`src/rtl/imp_cal_pkg.sv`:
```
package imp_cal_pkg;
  typedef enum logic [1:0] {
    LEG_PU_DRV  = 2'd0,
    LEG_PD_DRV  = 2'd1,
    LEG_PD_TERM = 2'd2
  } leg_e;

  typedef enum logic [2:0] {
    ST_IDLE,
    ST_POWER,
    ST_SETTLE,
    ST_SAMPLE,
    ST_FINISH
  } state_e;

  typedef struct packed {
    logic cal;
    logic pu;
    logic pd;
  } ctrl_t;
endpackage

```
`src/rtl/cmp_sync2.sv`:
```
module cmp_sync2 (
  input  logic clk,
  input  logic rst,
  input  logic d,
  output logic q
);
  logic meta;

  always_ff @(posedge clk) begin
    if (rst) begin
      meta <= 1'b0;
      q    <= 1'b0;
    end else begin
      meta <= d;
      q    <= meta;
    end
  end
endmodule

```
`src/rtl/settle_timer.sv`:
```
module settle_timer #(
  parameter int LIMIT = 100
) (
  input  logic clk,
  input  logic rst,
  input  logic run,
  output logic expired
);
  localparam int CW = $clog2(LIMIT + 1);
  logic [CW-1:0] cnt;

  assign expired = run && (cnt == CW'(LIMIT - 1));

  always_ff @(posedge clk) begin
    if (rst || !run || expired) cnt <= '0;
    else                        cnt <= cnt + 1'b1;
  end
endmodule

```
`src/rtl/vref_table.sv`:
```
module vref_table
  import imp_cal_pkg::*;
#(
  parameter int          VREF_W      = 6,
  parameter logic [5:0]  OFF_PU_DRV  = 6'h37,
  parameter logic [5:0]  OFF_PD_DRV  = 6'h33,
  parameter logic [5:0]  OFF_PD_TERM = 6'h37,
  parameter logic [5:0]  ON_PU_DRV   = 6'h3A,
  parameter logic [5:0]  ON_PD_DRV   = 6'h33,
  parameter logic [5:0]  ON_PD_TERM  = 6'h3A
) (
  input  logic              odt,
  input  leg_e              leg,
  output logic [VREF_W-1:0] code
);
  always_comb begin
    unique case (leg)
      LEG_PU_DRV:  code = VREF_W'(odt ? ON_PU_DRV  : OFF_PU_DRV);
      LEG_PD_DRV:  code = VREF_W'(odt ? ON_PD_DRV  : OFF_PD_DRV);
      LEG_PD_TERM: code = VREF_W'(odt ? ON_PD_TERM : OFF_PD_TERM);
      default:     code = '0;
    endcase
  end
endmodule

```
`src/rtl/imp_cal_seq.sv`:
```
module imp_cal_seq
  import imp_cal_pkg::*;
#(
  parameter int CODE_W     = 5,
  parameter int VREF_W     = 6,
  parameter int RES_W      = 8,
  parameter int SETTLE_CYC = 100
) (
  input  logic              clk,
  input  logic              rst,
  input  logic              start,
  input  logic              odt_on,
  input  logic              cmp_in,
  output logic [CODE_W-1:0] pu_code,
  output logic [CODE_W-1:0] pd_code,
  output logic [VREF_W-1:0] vref_sel,
  output logic              en_pu,
  output logic              en_pd,
  output logic              imp_en,
  output logic              vref_en,
  output logic              cal_en,
  output logic              busy,
  output logic              done,
  output logic [RES_W-1:0]  res_pu_drv,
  output logic [RES_W-1:0]  res_pd_drv,
  output logic [RES_W-1:0]  res_pu_term,
  output logic [RES_W-1:0]  res_pd_term,
  output logic              fail_pu_drv,
  output logic              fail_pd_drv,
  output logic              fail_pd_term
);
  localparam logic [CODE_W-1:0] CODE_MAX = '1;
  localparam logic [RES_W-1:0]  RES_INIT = '1;
  localparam int                PAD_W    = RES_W - CODE_W;

  state_e            st;
  leg_e              leg, leg_nxt;
  logic [CODE_W-1:0] code_q, pu_hold;
  logic              odt_q;
  ctrl_t             saved;
  logic              cmp_s, tmr_run, tmr_exp, pass, last_code;
  logic [VREF_W-1:0] vref_nxt;
  logic [RES_W-1:0]  code_res;

  cmp_sync2 u_sync (.clk(clk), .rst(rst), .d(cmp_in), .q(cmp_s));

  settle_timer #(.LIMIT(SETTLE_CYC)) u_tmr (
    .clk(clk), .rst(rst), .run(tmr_run), .expired(tmr_exp)
  );

  assign tmr_run = (st == ST_POWER) || (st == ST_SETTLE);
  assign leg_nxt = (st == ST_POWER) ? LEG_PU_DRV : leg_e'(leg + 2'd1);

  vref_table #(.VREF_W(VREF_W)) u_vref (.odt(odt_q), .leg(leg_nxt), .code(vref_nxt));

  assign pass      = (leg == LEG_PU_DRV) ? cmp_s : ~cmp_s;
  assign last_code = (code_q == CODE_MAX);
  assign code_res  = {{PAD_W{1'b0}}, code_q};
  assign pu_code   = (leg == LEG_PU_DRV) ? code_q : pu_hold;
  assign pd_code   = (leg == LEG_PU_DRV) ? '0 : code_q;
  assign busy      = (st != ST_IDLE);

  always_ff @(posedge clk) begin
    if (rst) begin
      st           <= ST_IDLE;
      leg          <= LEG_PU_DRV;
      code_q       <= '0;
      pu_hold      <= '0;
      odt_q        <= 1'b0;
      saved        <= '0;
      vref_sel     <= '0;
      en_pu        <= 1'b0;
      en_pd        <= 1'b0;
      imp_en       <= 1'b0;
      vref_en      <= 1'b0;
      cal_en       <= 1'b0;
      done         <= 1'b0;
      res_pu_drv   <= RES_INIT;
      res_pd_drv   <= RES_INIT;
      res_pu_term  <= RES_INIT;
      res_pd_term  <= RES_INIT;
      fail_pu_drv  <= 1'b0;
      fail_pd_drv  <= 1'b0;
      fail_pd_term <= 1'b0;
    end else begin
      done <= 1'b0;
      unique case (st)
        ST_IDLE: if (start) begin
          st           <= ST_POWER;
          imp_en       <= 1'b1;
          vref_en      <= 1'b1;
          odt_q        <= odt_on;
          saved        <= '{cal: cal_en, pu: en_pu, pd: en_pd};
          leg          <= LEG_PU_DRV;
          code_q       <= '0;
          pu_hold      <= '0;
          res_pu_drv   <= RES_INIT;
          res_pd_drv   <= RES_INIT;
          res_pu_term  <= RES_INIT;
          res_pd_term  <= RES_INIT;
          fail_pu_drv  <= 1'b0;
          fail_pd_drv  <= 1'b0;
          fail_pd_term <= 1'b0;
        end
        ST_POWER: if (tmr_exp) begin
          cal_en   <= 1'b1;
          en_pu    <= 1'b1;
          en_pd    <= 1'b0;
          vref_sel <= vref_nxt;
          leg      <= LEG_PU_DRV;
          code_q   <= '0;
          st       <= ST_SETTLE;
        end
        ST_SETTLE: if (tmr_exp) st <= ST_SAMPLE;
        ST_SAMPLE: begin
          if (pass || last_code) begin
            unique case (leg)
              LEG_PU_DRV: begin
                res_pu_drv  <= code_res;
                fail_pu_drv <= ~pass;
                pu_hold     <= code_q;
              end
              LEG_PD_DRV: begin
                res_pd_drv  <= code_res;
                fail_pd_drv <= ~pass;
              end
              default: begin
                res_pd_term  <= code_res;
                fail_pd_term <= ~pass;
              end
            endcase
            if (leg == LEG_PD_TERM) begin
              st <= ST_FINISH;
            end else begin
              leg      <= leg_nxt;
              code_q   <= '0;
              vref_sel <= vref_nxt;
              en_pu    <= 1'b0;
              en_pd    <= (leg_nxt == LEG_PD_TERM);
              st       <= ST_SETTLE;
            end
          end else begin
            code_q <= code_q + 1'b1;
            st     <= ST_SETTLE;
          end
        end
        ST_FINISH: begin
          done        <= 1'b1;
          cal_en      <= saved.cal;
          en_pu       <= saved.pu;
          en_pd       <= saved.pd;
          imp_en      <= 1'b0;
          vref_en     <= 1'b0;
          res_pu_term <= '0;
          st          <= ST_IDLE;
        end
        default: st <= ST_IDLE;
      endcase
    end
  end
endmodule

```
`config.mk`:
```
export PLATFORM = sky130hd
export DESIGN_NAME = imp_cal_seq
export DESIGN_NICKNAME = d
export VERILOG_FILES = /design/src/rtl/imp_cal_pkg.sv /design/src/rtl/cmp_sync2.sv /design/src/rtl/settle_timer.sv /design/src/rtl/vref_table.sv /design/src/rtl/imp_cal_seq.sv
export SDC_FILE = /design/constraint.sdc
export NUM_CORES = 1
export LEC_CHECK = 0
export BUFFER_PORTS_ARGS = -buffer_cell sky130_fd_sc_hd__buf_2
export CAP_MARGIN = 20
export CORE_MARGIN = 4
export CORE_UTILIZATION = 50
export DETAILED_ROUTE_END_ITERATION = 10
export GPL_ROUTABILITY_DRIVEN = 0
export GPL_TIMING_DRIVEN = 0
export PLACE_DENSITY = 0.75
export SKIP_CTS_REPAIR_TIMING = 1
export SLEW_MARGIN = 5
export SYNTH_ARGS = -nofsm -noshare
export SYNTH_HDL_FRONTEND = slang
export SYNTH_SLANG_ARGS = --single-unit
```
`constraint.sdc`:
```
create_clock -name clk -period 2.6 [get_ports clk]
set_input_delay 0.52 -clock clk [delete_from_list [all_inputs] [get_ports clk]]
set_output_delay 0.52 -clock clk [all_outputs]
set_load 0.02 [all_outputs]
```
==> results.md <==
* Status: completed
* Total CTS buffers at 9
* Row cnt at 26
* Vias in the first global route at 2,199
* Crit Path Category: register to primary output
* DR top layer: met4
* Dpl hpwl at 4.44 mm
* PwrDens at 591 mW/mm²
* CTS H-tree depth at 3
* CTS clk-pin slew, worst paths at 0.07 ns
* Die Width at 82.0 µm
* FILL cells at 470
* Yosys top cell by area: dfxtp_1
* Syn nets at 305
* P_sw at 0.000473 W
* Antenna Cells at 0
* Most used flip-flop cell after synthesis: dfxtp_1
* CP Cell Sequence: inv_1 > ha_1 > clkbuf_2 > mux2_2 > buf_2
* Reg area at 0.00118 mm²
* Layout cell share with drive strength beyond 1 at 0.302
* Flops & latches, synth at 59
* First-pass GRT wire length at 9.72 mm
* Minimum clock period at 2.47 ns
* Final period util at 0.950
* WP data arrival at 1.95 ns
* Hold Path Class: primary input to register
* Fmax at 0.405 GHz
* Port bufs at 61
* Max VDD drop at 0.367 mV
* CP max stage delay at 0.39 ns
* Syn. warnings at 0
* Cells after Synth at 294
* Clk_skew at 0.00870 ns
* TritonCTS clock tree: yes
* Power share of the combinational group at 0.065
* RSZ-0062 raised after global routing: no
* Nets at 377
* Clk root buf: clkbuf_8
* Normalized max-slew margin at 0.570
* Clk sinks at 59
* Crit. End Element: primary output
* Initial DRC Count at 128
* Crit-path leading delay family: buffers and inverters
* M1 WL at 2.54 mm
* Met2 wire len at 2.91 mm
* Post-synth top area share at 0.431
* Routed WL at 5.94 mm
* Element type at the critical path start: register
* DRC viols at 0
* CP required at 2.08 ns
* Final hold slack at 0.399 ns
* Final setup violation count at 0
* Multi-input logic area at 0.00131 mm²
* Max-cap violations at 0
* Cell Area, Synth at 0.00274 mm²
* Largest fanout on the critical path at 10
* Post-synth EDFFs at 0
* Drt pass-1 iters at 5
* Initial antenna violation count at 0
* Longest Clk Path Bufs at 2
* Area grow syn2layout at 22.6%
* Synth Area per Inst at 9.31 µm²
* Netlist cell types at 49
* Grt total ovfl at 0
* Seq pwr share at 0.463
* DIE HEIGHT at 82.0 µm
* Sw frac at 0.239
* Clk pwr share at 0.471
* Cell Int Power at 0.00151 W
* Initial Utilization at 0.526
* Total power at 0.00198 W
* Total Routing Usage GR at 0.191
* DR WL/cell at 13.5 µm
* Sequential-to-total area share from yosys stat at 0.431
* Async set-or-reset flop fraction in the synthesized netlist at 0
* Number of I/O pins at 63
* Worst-Margin Slew at 0.643 ns
* Pleak at 1.46 nW
* Top cells by area, synth: dfxtp_1 43%, mux2i_1 8.0%, nor2_1 6.4%, buf_4 4.4%, ha_1 2.7%
* Slowest cell on crit path: dfxtp_1
* Core outline area at 0.00520 mm²
* WL met3 at 362 µm
* Clock latency on the worst-skew pair at 0.34 ns
* Antenna-violating nets left at 0
* DIE AREA at 0.00672 mm²
* DR vias/cell at 5.22
* Hold Violations, Final at 0
* Worst path bufs/invs at 3
* Largest net degree at the start of global routing at 13
* DR vias at 2,304
* Fin. max-slew vios at 0
## sequential cells by signal, indices dropped and copies added, names as in the netlist, 2 cells and up
signal       cells
res_pd_drv       6
vref_sel         4
st               3
u_tmr.cnt        7
code_q           5
res_pd_term      6
res_pu_drv       6
saved            3
pu_hold          5
leg              2
## worst paths after layout
check | from | end | slack [ns] | cells past startpoint
setup / recovery | leg[0] | pu_code[1] | 0.13 | 5
hold / removal | cmp_in | u_sync.meta | 0.40 | 2
setup reg to reg | code_q[0] | pu_hold[2] | 0.27 | 7
hold reg to reg | u_sync.meta | u_sync.q | 0.43 | 1
## final cells by class
class	instances	area share
clock buffer	9	0.0369
inverter	8	0.00895
sequential	59	0.352
timing repair buffer	61	0.0909
buffer	32	0.0641
multi-input combinational	195	0.391
tap	70	0.0261
clock inverter	7	0.0302
## power by group through the flow
| stage | clock network [W] | registers (W) | logic (W) |
|---|---|---|---|
| 6_report | 0.000935 | 0.000919 | 0.000129 |
| 3_3_place_gp | 0 | 0.000939 | 0.000129 |
| 4_1_cts | 0.000953 | 0.000919 | 0.000131 |
| 5_1_grt | 0.000991 | 0.000920 | 0.000142 |
| 3_5_place_dp | 0 | 0.000940 | 0.000131 |
| 2_1_floorplan | 0 | 0.000945 | 0.0000914 |
## per-stage QoR
stage,TNS (ns),std cells,util,worst slack (ns),area [µm²]
floorplan,0,294,-,0.627,2740
global placement,0,425,0.601,0.332,3130
detailed placement,0,425,0.601,0.280,3130
CTS,-0.0874,441,0.645,-0.0275,3360
global route,0,441,0.645,0.0236,3360
finish,0,441,0.645,0.130,3360
## layout by cell type, fill, tap and decap left out, types with 2 or more instances in the layout
| cell | count |
|---|---|
| a211oi_1 | 4 |
| a21o_1 | 4 |
| a21oi_1 | 6 |
| a22oi_1 | 5 |
| a311oi_1 | 3 |
| a31oi_1 | 2 |
| and3_1 | 2 |
| and4_1 | 3 |
| buf_2 | 64 |
| buf_4 | 16 |
| buf_6 | 4 |
| bufinv_16 | 2 |
| clkbuf_1 | 8 |
| clkbuf_8 | 9 |
| clkinv_4 | 2 |
| clkinvlp_4 | 2 |
| dfxtp_1 | 59 |
| ha_1 | 6 |
| inv_1 | 8 |
| mux2_2 | 5 |
| mux2i_1 | 22 |
| nand2_1 | 10 |
| nand2b_1 | 9 |
| nand3_1 | 12 |
| nand3b_1 | 2 |
| nand4_1 | 2 |
| nor2_1 | 47 |
| nor2b_1 | 7 |
| nor3_1 | 2 |
| nor3b_1 | 2 |
| nor4b_1 | 2 |
| o21a_1 | 2 |
| o21ai_0 | 9 |
| o21ai_1 | 2 |
| o21bai_1 | 2 |
| or3_1 | 2 |
| xnor2_1 | 3 |
| xor2_1 | 3 |
## per-layer routing
metal,up-vias,GRT usage
li1,1154,-
met1,1071,0.224
met2,66,0.324
met3,13,0.0406
met4,0,0.0997
met5,-,0
## synthesized netlist by cell type (all sizes together), types with 2 or more instances
library cell,count
nor3,3
o21bai,2
mux2,5
inv,8
and3,2
a21o,4
and4,3
dfxtp,59
a211oi,4
nand4,2
xnor2,4
buf,23
clkbuf,9
nand3b,2
xor2,3
or3,2
nor2,47
nor2b,7
nor3b,2
nor4b,3
nand3,12
nand2b,9
o21a,2
nand2,10
ha,6
a22oi,5
mux2i,22
a311oi,4
o21ai,11
a31oi,2
a21oi,6
## cells by family (layout without fill, tap and decap cells)
kind of cell	Yosys count	count (layout)	synth area share
mux	27	27	0.101
xor+xnor	7	7	0.0251
flops	59	59	0.431
buf+inv	40	117	0.0891
simple gates	108	108	0.206
fa+ha+maj	6	6	0.0274
compound gates	47	47	0.120
Power figures use the tool's default switching activity.
